--- src/rtl/blk_seq_pkg.sv ---
package blk_seq_pkg;

  typedef enum logic [1:0] {
    FAM_COPY   = 2'b00,
    FAM_SEARCH = 2'b01,
    FAM_PIN    = 2'b10,
    FAM_POUT   = 2'b11
  } fam_e;

  typedef enum logic [2:0] {
    ST_IDLE  = 3'd0,
    ST_RD    = 3'd1,
    ST_RWAIT = 3'd2,
    ST_WR    = 3'd3,
    ST_STEP  = 3'd4
  } st_e;

  typedef struct packed {
    logic s;
    logic z;
    logic pv;
    logic c;
  } flags_t;

endpackage

--- src/rtl/blk_ptr_reg.sv ---
module blk_ptr_reg #(
  parameter int W = 16
) (
  input  logic         clk,
  input  logic         rst_n,
  input  logic         load_i,
  input  logic         step_i,
  input  logic         dn_i,
  input  logic [W-1:0] init_i,
  output logic [W-1:0] q_o
);

  always_ff @(posedge clk or negedge rst_n) begin
    if (!rst_n) begin
      q_o <= '0;
    end else if (load_i) begin
      q_o <= init_i;
    end else if (step_i) begin
      q_o <= dn_i ? (q_o - W'(1)) : (q_o + W'(1));
    end
  end

  assert_ptr_move_R8: assert property (@(posedge clk) disable iff (!rst_n)
    step_i && !load_i |=> (q_o != $past(q_o)));

endmodule

--- src/rtl/blk_ptr_unit.sv ---
module blk_ptr_unit #(
  parameter int ADDR_W   = 16,
  parameter int CNT_W    = 16,
  parameter int IO_CNT_W = 8
) (
  input  logic                clk,
  input  logic                rst_n,
  input  logic                load_i,
  input  logic                step_i,
  input  logic                dn_i,
  input  logic                dst_en_i,
  input  logic                io_mode_i,
  input  logic [ADDR_W-1:0]   src_init_i,
  input  logic [ADDR_W-1:0]   dst_init_i,
  input  logic [CNT_W-1:0]    cnt_init_i,
  output logic [ADDR_W-1:0]   src_o,
  output logic [ADDR_W-1:0]   dst_o,
  output logic [CNT_W-1:0]    cnt_o,
  output logic [CNT_W-1:0]    cnt_next_o,
  output logic [IO_CNT_W-1:0] io_cnt_next_o
);

  localparam int NPTR = 2;
  localparam int HI_W = CNT_W - IO_CNT_W;

  logic [ADDR_W-1:0] init_w [NPTR];
  logic [ADDR_W-1:0] ptr_w  [NPTR];
  logic [NPTR-1:0]   en_w;
  logic [CNT_W-1:0]  cnt_q;

  assign init_w[0] = src_init_i;
  assign init_w[1] = dst_init_i;

  for (genvar i = 0; i < NPTR; i++) begin : g_ptr
    assign en_w[i] = step_i && ((i == 0) || dst_en_i);
    blk_ptr_reg #(.W(ADDR_W)) u_reg (
      .clk    (clk),
      .rst_n  (rst_n),
      .load_i (load_i),
      .step_i (en_w[i]),
      .dn_i   (dn_i),
      .init_i (init_w[i]),
      .q_o    (ptr_w[i])
    );
  end

  assign src_o = ptr_w[0];
  assign dst_o = ptr_w[1];

  assign io_cnt_next_o = cnt_q[IO_CNT_W-1:0] - IO_CNT_W'(1);
  assign cnt_next_o    = io_mode_i ? {cnt_q[CNT_W-1:IO_CNT_W], io_cnt_next_o}
                                   : (cnt_q - CNT_W'(1));

  always_ff @(posedge clk or negedge rst_n) begin
    if (!rst_n) begin
      cnt_q <= '0;
    end else if (load_i) begin
      cnt_q <= cnt_init_i;
    end else if (step_i) begin
      cnt_q <= cnt_next_o;
    end
  end

  assign cnt_o = cnt_q;

  logic [HI_W-1:0] cnt_hi_w;
  assign cnt_hi_w = cnt_q[CNT_W-1:IO_CNT_W];

  assert_io_hi_keep_R6: assert property (@(posedge clk) disable iff (!rst_n)
    step_i && io_mode_i && !load_i |=> $stable(cnt_hi_w));

endmodule

--- src/rtl/blk_flag_unit.sv ---
module blk_flag_unit
  import blk_seq_pkg::*;
#(
  parameter int DATA_W   = 8,
  parameter int IO_CNT_W = 8
) (
  input  logic                clk,
  input  logic                rst_n,
  input  logic                load_i,
  input  logic                step_i,
  input  fam_e                fam_i,
  input  logic [3:0]          flags_init_i,
  input  logic [DATA_W-1:0]   acc_init_i,
  input  logic [DATA_W-1:0]   rbyte_i,
  input  logic                cnt_next_zero_i,
  input  logic [IO_CNT_W-1:0] io_cnt_next_i,
  output logic                match_o,
  output logic [3:0]          flags_o
);

  flags_t            fl_q;
  logic [DATA_W-1:0] acc_q;
  logic [DATA_W-1:0] diff_w;

  assign diff_w  = acc_q - rbyte_i;
  assign match_o = (acc_q == rbyte_i);

  always_ff @(posedge clk or negedge rst_n) begin
    if (!rst_n) begin
      fl_q  <= '0;
      acc_q <= '0;
    end else if (load_i) begin
      fl_q  <= flags_t'(flags_init_i);
      acc_q <= acc_init_i;
    end else if (step_i) begin
      unique case (fam_i)
        FAM_COPY: begin
          fl_q.pv <= !cnt_next_zero_i;
        end
        FAM_SEARCH: begin
          fl_q.z  <= match_o;
          fl_q.s  <= diff_w[DATA_W-1];
          fl_q.pv <= !cnt_next_zero_i;
        end
        default: begin
          fl_q.z <= (io_cnt_next_i == '0);
          fl_q.s <= io_cnt_next_i[IO_CNT_W-1];
        end
      endcase
    end
  end

  assign flags_o = fl_q;

  logic [2:0] szc_w;
  assign szc_w = {fl_q.s, fl_q.z, fl_q.c};

  assert_copy_flags_keep_R3: assert property (@(posedge clk) disable iff (!rst_n)
    step_i && !load_i && (fam_i == FAM_COPY) |=> $stable(szc_w));

  assert_carry_keep_R4: assert property (@(posedge clk) disable iff (!rst_n)
    step_i && !load_i |=> $stable(fl_q.c));

endmodule

--- src/rtl/blk_seq_ctrl.sv ---
module blk_seq_ctrl
  import blk_seq_pkg::*;
#(
  parameter int ADDR_W   = 16,
  parameter int DATA_W   = 8,
  parameter int CNT_W    = 16,
  parameter int IO_CNT_W = 8,
  parameter int PORT_W   = 8
) (
  input  logic                       clk,
  input  logic                       rst_n,
  input  logic                       start_i,
  input  logic [1:0]                 op_i,
  input  logic                       dir_down_i,
  input  logic                       repeat_i,
  input  logic [PORT_W-1:0]          port_i,
  input  logic [ADDR_W-1:0]          src_i,
  input  logic [ADDR_W-1:0]          dst_i,
  input  logic [CNT_W-1:0]           cnt_i,
  input  logic [CNT_W-1:0]           cnt_next_i,
  input  logic [IO_CNT_W-1:0]        io_cnt_next_i,
  input  logic                       match_i,
  output logic                       load_o,
  output logic                       step_o,
  output logic                       dn_o,
  output logic                       dst_en_o,
  output logic                       io_mode_o,
  output fam_e                       fam_o,
  output logic [DATA_W-1:0]          rbyte_o,
  output logic                       busy_o,
  output logic                       done_o,
  output logic                       mem_req_valid_o,
  input  logic                       mem_req_ready_i,
  output logic                       mem_we_o,
  output logic [ADDR_W-1:0]          mem_addr_o,
  output logic [DATA_W-1:0]          mem_wdata_o,
  input  logic                       mem_rvalid_i,
  input  logic [DATA_W-1:0]          mem_rdata_i,
  output logic                       io_req_valid_o,
  input  logic                       io_req_ready_i,
  output logic                       io_we_o,
  output logic [IO_CNT_W+PORT_W-1:0] io_addr_o,
  output logic [DATA_W-1:0]          io_wdata_o,
  input  logic                       io_rvalid_i,
  input  logic [DATA_W-1:0]          io_rdata_i
);

  st_e               st_q, st_d;
  fam_e              fam_q;
  logic              rep_q, dn_q, done_q;
  logic [PORT_W-1:0] port_q;
  logic [DATA_W-1:0] data_q;
  logic              is_pin, is_pout, is_copy, is_srch;
  logic              rd_fire, wr_fire, rv_w, fin_w;

  assign is_pin  = (fam_q == FAM_PIN);
  assign is_pout = (fam_q == FAM_POUT);
  assign is_copy = (fam_q == FAM_COPY);
  assign is_srch = (fam_q == FAM_SEARCH);

  assign load_o    = (st_q == ST_IDLE) && start_i;
  assign step_o    = (st_q == ST_STEP);
  assign dn_o      = dn_q;
  assign dst_en_o  = is_copy;
  assign io_mode_o = is_pin || is_pout;
  assign fam_o     = fam_q;
  assign rbyte_o   = data_q;
  assign busy_o    = (st_q != ST_IDLE);
  assign done_o    = done_q;

  // request channels
  always_comb begin
    mem_req_valid_o = 1'b0;
    io_req_valid_o  = 1'b0;
    if (st_q == ST_RD) begin
      mem_req_valid_o = !is_pin;
      io_req_valid_o  = is_pin;
    end else if (st_q == ST_WR) begin
      mem_req_valid_o = is_copy || is_pin;
      io_req_valid_o  = is_pout;
    end
  end

  assign mem_we_o    = (st_q == ST_WR);
  assign mem_addr_o  = ((st_q == ST_WR) && is_copy) ? dst_i : src_i;
  assign mem_wdata_o = data_q;
  assign io_we_o     = (st_q == ST_WR);
  assign io_addr_o   = {cnt_i[IO_CNT_W-1:0], port_q};
  assign io_wdata_o  = data_q;

  assign rd_fire = (mem_req_valid_o && mem_req_ready_i) || (io_req_valid_o && io_req_ready_i);
  assign wr_fire = rd_fire;
  assign rv_w    = is_pin ? io_rvalid_i : mem_rvalid_i;

  // stop rule per family
  always_comb begin
    if (!rep_q) begin
      fin_w = 1'b1;
    end else begin
      unique case (fam_q)
        FAM_COPY:   fin_w = (cnt_next_i == '0);
        FAM_SEARCH: fin_w = (cnt_next_i == '0) || match_i;
        default:    fin_w = (io_cnt_next_i == '0);
      endcase
    end
  end

  always_comb begin
    st_d = st_q;
    unique case (st_q)
      ST_IDLE:  if (start_i) st_d = ST_RD;
      ST_RD:    if (rd_fire) st_d = ST_RWAIT;
      ST_RWAIT: if (rv_w) st_d = is_srch ? ST_STEP : ST_WR;
      ST_WR:    if (wr_fire) st_d = ST_STEP;
      ST_STEP:  st_d = fin_w ? ST_IDLE : ST_RD;
      default:  st_d = ST_IDLE;
    endcase
  end

  always_ff @(posedge clk or negedge rst_n) begin
    if (!rst_n) begin
      st_q   <= ST_IDLE;
      fam_q  <= FAM_COPY;
      rep_q  <= 1'b0;
      dn_q   <= 1'b0;
      port_q <= '0;
      data_q <= '0;
      done_q <= 1'b0;
    end else begin
      st_q   <= st_d;
      done_q <= (st_q == ST_STEP) && fin_w;
      if (load_o) begin
        fam_q  <= fam_e'(op_i);
        rep_q  <= repeat_i;
        dn_q   <= dir_down_i;
        port_q <= port_i;
      end
      if ((st_q == ST_RWAIT) && rv_w) begin
        data_q <= is_pin ? io_rdata_i : mem_rdata_i;
      end
    end
  end

  assert_mem_hold_R12: assert property (@(posedge clk) disable iff (!rst_n)
    mem_req_valid_o && !mem_req_ready_i |=>
      mem_req_valid_o && $stable(mem_addr_o) && $stable(mem_we_o) && $stable(mem_wdata_o));

  assert_io_hold_R12: assert property (@(posedge clk) disable iff (!rst_n)
    io_req_valid_o && !io_req_ready_i |=>
      io_req_valid_o && $stable(io_addr_o) && $stable(io_we_o) && $stable(io_wdata_o));

  assert_one_channel_R6: assert property (@(posedge clk) disable iff (!rst_n)
    $onehot0({mem_req_valid_o, io_req_valid_o}));

  assert_done_pulse_R13: assert property (@(posedge clk) disable iff (!rst_n)
    done_o |-> !busy_o ##1 !done_o);

  assert_copy_end_R9: assert property (@(posedge clk) disable iff (!rst_n)
    done_o && rep_q && is_copy |-> (cnt_i == '0));

  assert_io_end_R7: assert property (@(posedge clk) disable iff (!rst_n)
    done_o && rep_q && io_mode_o |-> (cnt_i[IO_CNT_W-1:0] == '0));

endmodule

--- src/rtl/blk_xfer_seq.sv ---
module blk_xfer_seq
  import blk_seq_pkg::*;
#(
  parameter int ADDR_W   = 16,
  parameter int DATA_W   = 8,
  parameter int CNT_W    = 16,
  parameter int IO_CNT_W = 8,
  parameter int PORT_W   = 8,
  localparam int IOA_W   = IO_CNT_W + PORT_W
) (
  input  logic              clk,
  input  logic              rst_n,
  input  logic              start_i,
  input  logic [1:0]        op_i,
  input  logic              dir_down_i,
  input  logic              repeat_i,
  input  logic [ADDR_W-1:0] src_i,
  input  logic [ADDR_W-1:0] dst_i,
  input  logic [CNT_W-1:0]  cnt_i,
  input  logic [DATA_W-1:0] acc_i,
  input  logic [PORT_W-1:0] port_i,
  input  logic [3:0]        flags_i,
  output logic              busy_o,
  output logic              done_o,
  output logic [ADDR_W-1:0] src_o,
  output logic [ADDR_W-1:0] dst_o,
  output logic [CNT_W-1:0]  cnt_o,
  output logic [3:0]        flags_o,
  output logic              mem_req_valid_o,
  input  logic              mem_req_ready_i,
  output logic              mem_we_o,
  output logic [ADDR_W-1:0] mem_addr_o,
  output logic [DATA_W-1:0] mem_wdata_o,
  input  logic              mem_rvalid_i,
  input  logic [DATA_W-1:0] mem_rdata_i,
  output logic              io_req_valid_o,
  input  logic              io_req_ready_i,
  output logic              io_we_o,
  output logic [IOA_W-1:0]  io_addr_o,
  output logic [DATA_W-1:0] io_wdata_o,
  input  logic              io_rvalid_i,
  input  logic [DATA_W-1:0] io_rdata_i
);

  logic                load_w, step_w, dn_w, dst_en_w, io_mode_w, match_w;
  fam_e                fam_w;
  logic [DATA_W-1:0]   rbyte_w;
  logic [CNT_W-1:0]    cnt_next_w;
  logic [IO_CNT_W-1:0] io_cnt_next_w;

  blk_seq_ctrl #(
    .ADDR_W(ADDR_W), .DATA_W(DATA_W), .CNT_W(CNT_W),
    .IO_CNT_W(IO_CNT_W), .PORT_W(PORT_W)
  ) u_ctrl (
    .clk             (clk),
    .rst_n           (rst_n),
    .start_i         (start_i),
    .op_i            (op_i),
    .dir_down_i      (dir_down_i),
    .repeat_i        (repeat_i),
    .port_i          (port_i),
    .src_i           (src_o),
    .dst_i           (dst_o),
    .cnt_i           (cnt_o),
    .cnt_next_i      (cnt_next_w),
    .io_cnt_next_i   (io_cnt_next_w),
    .match_i         (match_w),
    .load_o          (load_w),
    .step_o          (step_w),
    .dn_o            (dn_w),
    .dst_en_o        (dst_en_w),
    .io_mode_o       (io_mode_w),
    .fam_o           (fam_w),
    .rbyte_o         (rbyte_w),
    .busy_o          (busy_o),
    .done_o          (done_o),
    .mem_req_valid_o (mem_req_valid_o),
    .mem_req_ready_i (mem_req_ready_i),
    .mem_we_o        (mem_we_o),
    .mem_addr_o      (mem_addr_o),
    .mem_wdata_o     (mem_wdata_o),
    .mem_rvalid_i    (mem_rvalid_i),
    .mem_rdata_i     (mem_rdata_i),
    .io_req_valid_o  (io_req_valid_o),
    .io_req_ready_i  (io_req_ready_i),
    .io_we_o         (io_we_o),
    .io_addr_o       (io_addr_o),
    .io_wdata_o      (io_wdata_o),
    .io_rvalid_i     (io_rvalid_i),
    .io_rdata_i      (io_rdata_i)
  );

  blk_ptr_unit #(
    .ADDR_W(ADDR_W), .CNT_W(CNT_W), .IO_CNT_W(IO_CNT_W)
  ) u_ptr (
    .clk           (clk),
    .rst_n         (rst_n),
    .load_i        (load_w),
    .step_i        (step_w),
    .dn_i          (dn_w),
    .dst_en_i      (dst_en_w),
    .io_mode_i     (io_mode_w),
    .src_init_i    (src_i),
    .dst_init_i    (dst_i),
    .cnt_init_i    (cnt_i),
    .src_o         (src_o),
    .dst_o         (dst_o),
    .cnt_o         (cnt_o),
    .cnt_next_o    (cnt_next_w),
    .io_cnt_next_o (io_cnt_next_w)
  );

  blk_flag_unit #(
    .DATA_W(DATA_W), .IO_CNT_W(IO_CNT_W)
  ) u_flag (
    .clk             (clk),
    .rst_n           (rst_n),
    .load_i          (load_w),
    .step_i          (step_w),
    .fam_i           (fam_w),
    .flags_init_i    (flags_i),
    .acc_init_i      (acc_i),
    .rbyte_i         (rbyte_w),
    .cnt_next_zero_i (cnt_next_w == '0),
    .io_cnt_next_i   (io_cnt_next_w),
    .match_o         (match_w),
    .flags_o         (flags_o)
  );

  assert_idle_quiet_R1: assert property (@(posedge clk) disable iff (!rst_n)
    !busy_o |-> !mem_req_valid_o && !io_req_valid_o);

endmodule

--- config.mk ---
export PLATFORM = sky130hd
export DESIGN_NAME = blk_xfer_seq
export DESIGN_NICKNAME = d
export VERILOG_FILES = /design/src/rtl/blk_seq_pkg.sv /design/src/rtl/blk_ptr_reg.sv /design/src/rtl/blk_ptr_unit.sv /design/src/rtl/blk_flag_unit.sv /design/src/rtl/blk_seq_ctrl.sv /design/src/rtl/blk_xfer_seq.sv
export SDC_FILE = /design/constraint.sdc
export NUM_CORES = 1
export LEC_CHECK = 0
export BUFFER_PORTS_ARGS = -buffer_cell sky130_fd_sc_hd__buf_2
export CORE_UTILIZATION = 56
export DETAILED_ROUTE_END_ITERATION = 6
export HOLD_SLACK_MARGIN = 0.03
export PLACE_DENSITY = 0.94
export SLEW_MARGIN = 20
export SYNTH_ARGS = -nofsm -noshare
export SYNTH_HDL_FRONTEND = slang
export SYNTH_SLANG_ARGS = --single-unit
--- constraint.sdc ---
create_clock -name clk -period 7.6 [get_ports clk]
set_input_delay 1.52 -clock clk [delete_from_list [all_inputs] [get_ports clk]]
set_output_delay 1.52 -clock clk [all_outputs]
set_load 0.05 [all_outputs]
Word level (Yosys, flattened, before mapping)
Index checks and enable logic that the tools add are counted.
{"block": "word_totals", "regBits": 84}
{"block": "op_classes", "mux": 29, "n_reduce_logical": 25, "add_sub_neg": 7, "n_eq_ne": 13}
{"operator": "two-way mux 16 bit", "count": 10}
{"operator": "subtractor 16 x 1 -> 16 bit (second input constant)", "count": 3}
{"operator": "adder 16 x 1 -> 16 bit (second input constant)", "count": 2}
{"operator": "two-way mux 3 bit", "count": 7}
{"operator": "zero test 16 bit", "count": 1}
{"operator": "one-hot mux 3 bit (5 select lines)", "count": 1}
{"operator": "== test 8 bit", "count": 1}
{"operator": "zero test 8 bit", "count": 1}
{"operator": "two-way mux 1 bit", "count": 8}
{"operator": "two-way mux 8 bit", "count": 1}
{"operator": "subtractor 8 x 1 -> 8 bit (second input constant)", "count": 1}
{"operator": "subtractor 8 bit", "count": 1}
{"operator": "logical AND 1 bit", "count": 7}
{"operator": "== test 3 x 2 -> 1 bit (second input constant)", "count": 2}
{"operator": "!= test 2 x 1 -> 1 bit (second input constant)", "count": 3}
{"operator": "nonzero test 2 bit", "count": 3}
{"operator": "== test 2 bit (second input constant)", "count": 2}
{"operator": "logical OR 1 bit", "count": 4}
{"operator": "!= test 2 bit (second input constant)", "count": 2}
{"operator": "one-hot mux 2 bit (2 select lines)", "count": 1}
{"operator": "AND reduction 2 bit", "count": 2}
{"operator": "AND reduction 4 bit", "count": 1}
{"operator": "== test 3 x 1 -> 1 bit (second input constant)", "count": 1}
{"operator": "== test 3 bit (second input constant)", "count": 1}
{"operator": "7 further kinds", "count": 8}

Longest topological paths before layout
Gate-level depths: netlist (run 1).
{"block": "depth", "word_depth": 9, "mapped_depth": 10}

Cells and area by module
A second synthesis (run 1) with hierarchy kept.
{"block": "unflattened", "cells_unflattened": 718, "area_unflattened_um2": 6690.2}
{"mod": "blk_seq_ctrl", "seq_area_each_um2": 600.6, "area_each_um2": 1726.7, "cells_per_inst": 157, "n_inst": 1}
{"mod": "blk_ptr_reg at u_ptr.g_ptr[0].u_reg", "seq_area_each_um2": 400.4, "area_each_um2": 1534.0, "cells_per_inst": 172, "n_inst": 1}
{"mod": "blk_ptr_reg at u_ptr.g_ptr[1].u_reg", "seq_area_each_um2": 400.4, "area_each_um2": 1381.3, "cells_per_inst": 158, "n_inst": 1}
{"mod": "blk_ptr_unit", "seq_area_each_um2": 400.4, "area_each_um2": 1263.7, "cells_per_inst": 152, "n_inst": 1}
{"mod": "blk_flag_unit", "seq_area_each_um2": 300.3, "area_each_um2": 750.7, "cells_per_inst": 74, "n_inst": 1}
{"mod": "blk_xfer_seq", "seq_area_each_um2": 0.0, "area_each_um2": 33.8, "cells_per_inst": 5, "n_inst": 1}

Worst setup path after synthesis (run 1)
OpenSTA, ideal clock, no wires.
{"block": "synth_path", "path_kind": "reg2out", "from": "register u_ctrl.st_q[0]", "to": "output mem_addr_o[0]", "arrival_ns": 2.936, "t_required_ns": 6.080, "stages_incl_launch_ff": 7, "path_slack_ns": 3.144, "path_buffers": 2, "path_cell_list": "dfrtp_1 clkbuf_1 nor2b_1 and2_1 nand2_1 clkbuf_1 o21ai_0"}
{"block": "synth_via", "elab_chain_cells": 3}
{"element": "start, declared", "line_no": "blk_seq_ctrl.sv:48", "rtl": "st_e st_q, st_d;"}
{"element": "start signal, assigned", "line_no": "blk_seq_ctrl.sv:130", "rtl": "st_q <= st_d;"}
{"element": "== test 3 x 2 -> 1 bit"}
{"element": "named net io_we_o", "line_no": "blk_xfer_seq.sv:38", "rtl": "output logic io_we_o,"}
{"element": "logical AND 1 bit", "line_no": "blk_seq_ctrl.sv:85", "rtl": "assign mem_addr_o = ((st_q == ST_WR) && is_copy) ? dst_i : src_i;"}
{"element": "two-way mux 16 bit", "line_no": "blk_seq_ctrl.sv:85"}
{"element": "end, declared", "line_no": "blk_xfer_seq.sv:32", "rtl": "output logic [ADDR_W-1:0] mem_addr_o,"}
The timed path passes the listed nets, and every way through them passes these cells.

Worst setup path after layout (run 1)
{"block": "layout_path", "from": "register u_ctrl.st_q[0]", "to": "output mem_addr_o[4]"}
{"block": "layout_via", "elab_chain_cells": 3}
{"element": "== test 3 x 2 -> 1 bit", "line_no": "blk_seq_ctrl.sv:85"}
{"element": "logical AND 1 bit", "line_no": "blk_seq_ctrl.sv:85"}
{"element": "two-way mux 16 bit", "line_no": "blk_seq_ctrl.sv:85"}
No other way between the ends.

==> metrics, run 1 <==
fraction of layout cells with a size suffix above 1=27.84%; gpl congestion=0.9781; largest net degree at the start of global routing=85; Hold Fails Final Rpt=0; # port buffers=200; largest family of logic cells by synthesized area=simple AND/OR/NAND/NOR gates; Mapped Area=6023 um^2; Tot GR Track Use=31.15%; row count=37; residual DRC count=0; syn_nets=862; DR WL/cell=16.97 um; total negative setup slack=0 ns; area grow syn2layout=19.75%; Die H=105.7 um; Worst R2R Start=u_ctrl.dn_o; WP data required=6.08 ns; Synth Area in Adders=8.558%; mean area per synthesized cell=8.285 um^2; hold wc startpoint=u_ctrl.port_q[4]; global-route wire length before repair=27,530 um; complex-gate fraction of the synthesized area=20.40%; Slowest cell on crit path=nand2_1; dpl cells=1,018; final worst path period need=4.024 ns; outcome=completed; Post-Synthesis Cells=727; Sink Count=84; FF-to-FF setup slack=4.07 ns; worst min path class=reg -> reg; top cells by count, synth=nand2_1 (128), dfrtp_1 (84), nor2_1 (64); crit share post-route=52.94%; Core Area=10,370 um^2; grt ovf=0; clock buffer depth=2; CTS H-tree depth=3; share of synthesized registers carrying an async set or reset=100.0%; CTS tree=yes; hold worst-path end=u_ctrl.port_q[4]; Syn. warnings=0; achievable frequency=0.2485 GHz; DRT antenna net count=0; Finished Layout Cells=1,035; # resized after CTS=0; die width=105.7 um; count leader, synth=nand2_1; Num CTS Buffers=9; Synth Register Bits=84; DRT iter0 DRCs=418; XOR/XNOR Fraction of Synth Area=3.054%; Yosys cell types=68; critical path type=reg -> out; Via-to-Cell Ratio=6.014; Crit Path Max Fanout=18; Post-CTS Setup Inserts=0; initial antenna violation count=2; Pre-antenna DRT Iters=5; die area=11,170 um^2; Routed WL=17,560 um; CTS root buffer=clkbuf_8; max-slew violation count=0; sequential cell area fraction in the yosys report=34.90%; hold path depth=2; CTS Hold Bufs=0; Yosys top cell by area=dfrtp_1; Final Net Count=1,028; CP max stage delay=0.61 ns; Main synth FF type=dfrtp_1; vias in the first global route=5,696; DP Wirelength=12,730 um; Skew-Pair Late Insertion Delay=0.35 ns; fraction of the mapped netlist area in simple logic gates=23.91%; # setup viols final=0; Reg clk slew, reported paths=0.09 ns; relative slew slack=28.41%; skew final=0.005726 ns; top cell type's share of synthesized area=34.90%; Initial Util=58.08%; largest cells by area after synthesis=dfrtp_1 (35%), nand2_1 (8.0%), ha_1 (7.9%); vias=6,224; RR Endpoint=u_ptr.g_ptr[0].u_reg.q_o[12]; Worst Setup Start Kind=flop; Top Ports=201; R2R depth=10; crit path capture type=primary output; Worst Max-Slew Pin Slew=1.074 ns; max cap viols=0; Worst path top cell family by delay=simple AND/OR/NAND/NOR gates; CP Cell Sequence=nor2b_1, and2_1, nand2_1, mux2_2, buf_2; RSZ-0062 raised after global routing=false; Buffers & Inverters on Critical Path=1; mux share of post-synthesis cell area=3.469%; EDFF count, synth=0; fill cell count=825; CP arrival=2.50 ns
## per-stage QoR
step                setup WS [ns]  instance area [um^2]  hold WS, ns  utilization (%)
floorplan                   3.144                  6023       0.4403                -
global placement            4.081                  6970       0.4533            67.22
detailed placement          4.011                  6970       0.4573            67.22
CTS                         3.610                  7198       0.4805            69.41
global route                3.444                  7213       0.4962            69.56
finish                      3.576                  7213       0.4753            69.56
## flip-flops by register name, indices dropped and copies added, names as in the netlist
name and cells:
u_ctrl.st_q 3, u_ctrl.fam_o 2, u_ptr.g_ptr.u_reg.q_o 32, u_flag.acc_q 8
u_ctrl.done_o 1, u_ctrl.io_wdata_o 8, u_ptr.cnt_o 16, u_ctrl.port_q 8
u_ctrl.rep_q 1, u_ctrl.dn_o 1, u_flag.flags_o 4
## worst reg2reg max path: cells and delay by family (launching register included)
family          cells  cell delay, ns
buf+inv             1            0.38
compound gates      6            1.21
xor+xnor            1            0.15
fa+ha+maj           1            0.49
flops               1            1.06
simple gates        1            0.17
## worst max path at each step
stage,from,end,slack [ns],cells past startpoint
global placement,u_ctrl.st_q[0],mem_addr_o[14],4.08,5
detailed placement,u_ctrl.st_q[0],mem_addr_o[12],4.01,5
finish,u_ctrl.st_q[0],mem_addr_o[4],3.58,5
global route,u_ctrl.st_q[0],mem_addr_o[14],3.44,5
CTS,u_ctrl.st_q[0],mem_addr_o[12],3.61,5
floorplan,u_ctrl.st_q[0],mem_addr_o[0],3.14,6
## cell usage in the layout, fill, tap and decap left out, drive strengths merged, types with 5 or more instances in the layout
cell,synthesis,routed
a22oi,10,10
o311ai,5,5
mux2,15,15
and2,5,5
nor2,65,65
xor2,11,11
dfrtp,84,84
nor3,28,28
and3,9,9
a31oi,15,15
nand3b,5,5
nor4,5,5
a221o,10,10
a21oi,41,41
clkbuf,23,9
o21ai,55,55
ha,38,38
a211oi,5,5
o22ai,7,7
buf,26,204
nand2,129,129
a21o,7,7
nand3,14,14
xnor2,10,10
inv,23,26
or3,14,14
nor2b,11,11
## logic make-up after synthesis
group           after synthesis
simple gates                303
compound gates              188
flops                        84
buf+inv                      72
fa+ha+maj                    40
xor+xnor                     21
mux                          19
## metal layers
metal | share of wire [%] | GRT usage (%) | vias up
met2 | 49 | 52.80 | 352
met3 | 9.0 | 5.318 | 33
li1 | - | - | 2940
met4 | 1.9 | 11.51 | 2
met1 | 40 | 39.80 | 2897
met5 | 0.074 | 0 | -
## cell type report
type / count / area [um^2] / area share [%]
multi-input cells: 571 / 3587 / 49.73
flip-flops and latches: 84 / 2102 / 29.14
repair buffers: 204 / 1037 / 14.38
well taps: 136 / 170.2 / 2.359
clock buffers: 9 / 123.9 / 1.717
clock inverters: 7 / 103.9 / 1.440
inverters: 23 / 86.33 / 1.197
diodes: 1 / 2.502 / 0.03469
Power of run 1 is not shown: default switching activity piles up to over one toggle a cycle in this logic, so the estimate is an artifact.
==> run 2: changes to the inputs <==
- CORE_UTILIZATION: 56 -> 52
- PLACE_DENSITY: 0.94 -> 0.89
- clock period: 7.6 -> 4.2 ns (I/O delays scaled with it)
==> run 2 against run 1 <==
Critical path depth stayed put. First-iteration DRC count is 12% lower. Clock skew is 0.0068 ns higher. Critical path type unchanged. Worst setup slack worse by 2.7 ns.
==> metrics, run 2 (synthesis results as in run 1) <==
outcome=completed; crit share post-route=79.34%; Skew-Pair Late Insertion Delay=0.33 ns; global-route wire length before repair=27,300 um; Worst Setup Start Kind=flop; max reg flops=32; CTS tree=yes; # port buffers=200; DP Wirelength=12,820 um; die area=12,020 um^2; Routed WL=17,400 um; die width=109.6 um; commonest cells after routing, fill and taps aside=buf_2 (199), nand2_1 (128), dfrtp_1 (84), nor2_1 (64), o21ai_0 (51); CTS Hold Bufs=0; area grow syn2layout=20.77%; Num CTS Buffers=9; max-slew violation count=0; n_diodes=0; Core Area=11,080 um^2; largest net degree at the start of global routing=85; Via-to-Cell Ratio=5.918; most common cell after layout, fill and taps aside=buf_2; DRT iter0 DRCs=366; RSZ-0062 raised after global routing=false; Die H=109.6 um; Tot GR Track Use=29.42%; WP data required=3.36 ns; CTS root buffer=clkbuf_16; # setup viols final=0; # resized after CTS=0; worst min path class=reg -> reg; DR WL/cell=16.73 um; total negative setup slack=0 ns; grt ovf=0; Reg clk slew, reported paths=0.06 ns; DRT antenna net count=0; CP arrival=2.49 ns; Pre-antenna DRT Iters=5; CTS H-tree depth=3; initial antenna violation count=0; critical path type=reg -> out; Sink Count=84; Top Ports=201; Hold Fails Final Rpt=0; Worst Max-Slew Pin Slew=0.8479 ns; relative slew slack=43.34%; max cap viols=0; Crit Path Max Fanout=18; fill cell count=951; clock buffer depth=2; Reg with most FFs=u_ptr.g_ptr.u_reg.q_o; skew final=0.01249 ns; residual DRC count=0; achievable frequency=0.3001 GHz; Final Net Count=1,030; fraction of layout cells with a size suffix above 1=27.78%; Post-CTS Setup Inserts=0; crit path capture type=primary output; row count=38; final worst path period need=3.332 ns; vias in the first global route=5,724; gpl congestion=0.9584; Initial Util=54.37%; vias=6,155
## run 2: final cells by class
class / count / area [um^2] / share of cell area (%)
Multi-Input combinational cell: 571 / 3587 / 49.31
Sequential cell: 84 / 2102 / 28.90
Timing Repair Buffer: 206 / 1052 / 14.47
Clock buffer: 12 / 246.5 / 3.388
Tap cell: 140 / 175.2 / 2.408
Inverter: 23 / 86.33 / 1.187
Clock inverter: 4 / 25.02 / 0.3440
## run 2: metrics by stage
step                      cell area [um^2]  util [%]  std cells  hold slack, ns  setup slack (ns)
final                                 7274     65.67       1040          0.4742            0.8676
after global routing                  7274     65.67       1040          0.4921            0.6998
after CTS                             7262     65.55       1040          0.4767            0.8896
after detailed placement              6990     63.10       1024          0.4601             1.249
after global placement                6990     63.10       1024          0.4545             1.358
after floorplan                       6023         -        727          0.4403            0.4240
## run 2: path summary, 6_finish.rpt
| check | start | endpoint | slack, ns | depth (start not counted) |
|---|---|---|---|---|
| max in group asynchronous | rst_n | u_ptr.g_ptr[1].u_reg.q_o[12] | 3.13 | 1 |
| hold reg to reg | u_flag.flags_o[0] | u_flag.flags_o[0] | 0.47 | 2 |
| min in group asynchronous | rst_n | u_ptr.cnt_o[10] | 0.56 | 1 |
| setup / recovery | u_ctrl.st_q[0] | mem_addr_o[12] | 0.87 | 5 |
| hold / removal | u_flag.flags_o[0] | u_flag.flags_o[0] | 0.47 | 2 |
| setup reg to reg | u_ctrl.dn_o | u_ptr.g_ptr[0].u_reg.q_o[12] | 1.28 | 11 |
## run 2: worst max-delay path: stages, from the launching register on
cell,delay [ns]
dfrtp_1,0.49
nor2b_1,0.19
and2_1,0.21
nand2_1,0.63
mux2_2,0.43
buf_2,0.22
## run 2: per-layer routing
metal	GRT usage, %	vias to the layer above	share of wire [%]
li1	-	2928	-
met1	36.30	2897	41
met3	6.520	28	8.4
met2	50.67	302	48
met5	0	-	0
met4	10.00	0	1.9
Power of run 2 is left out for the same reason.
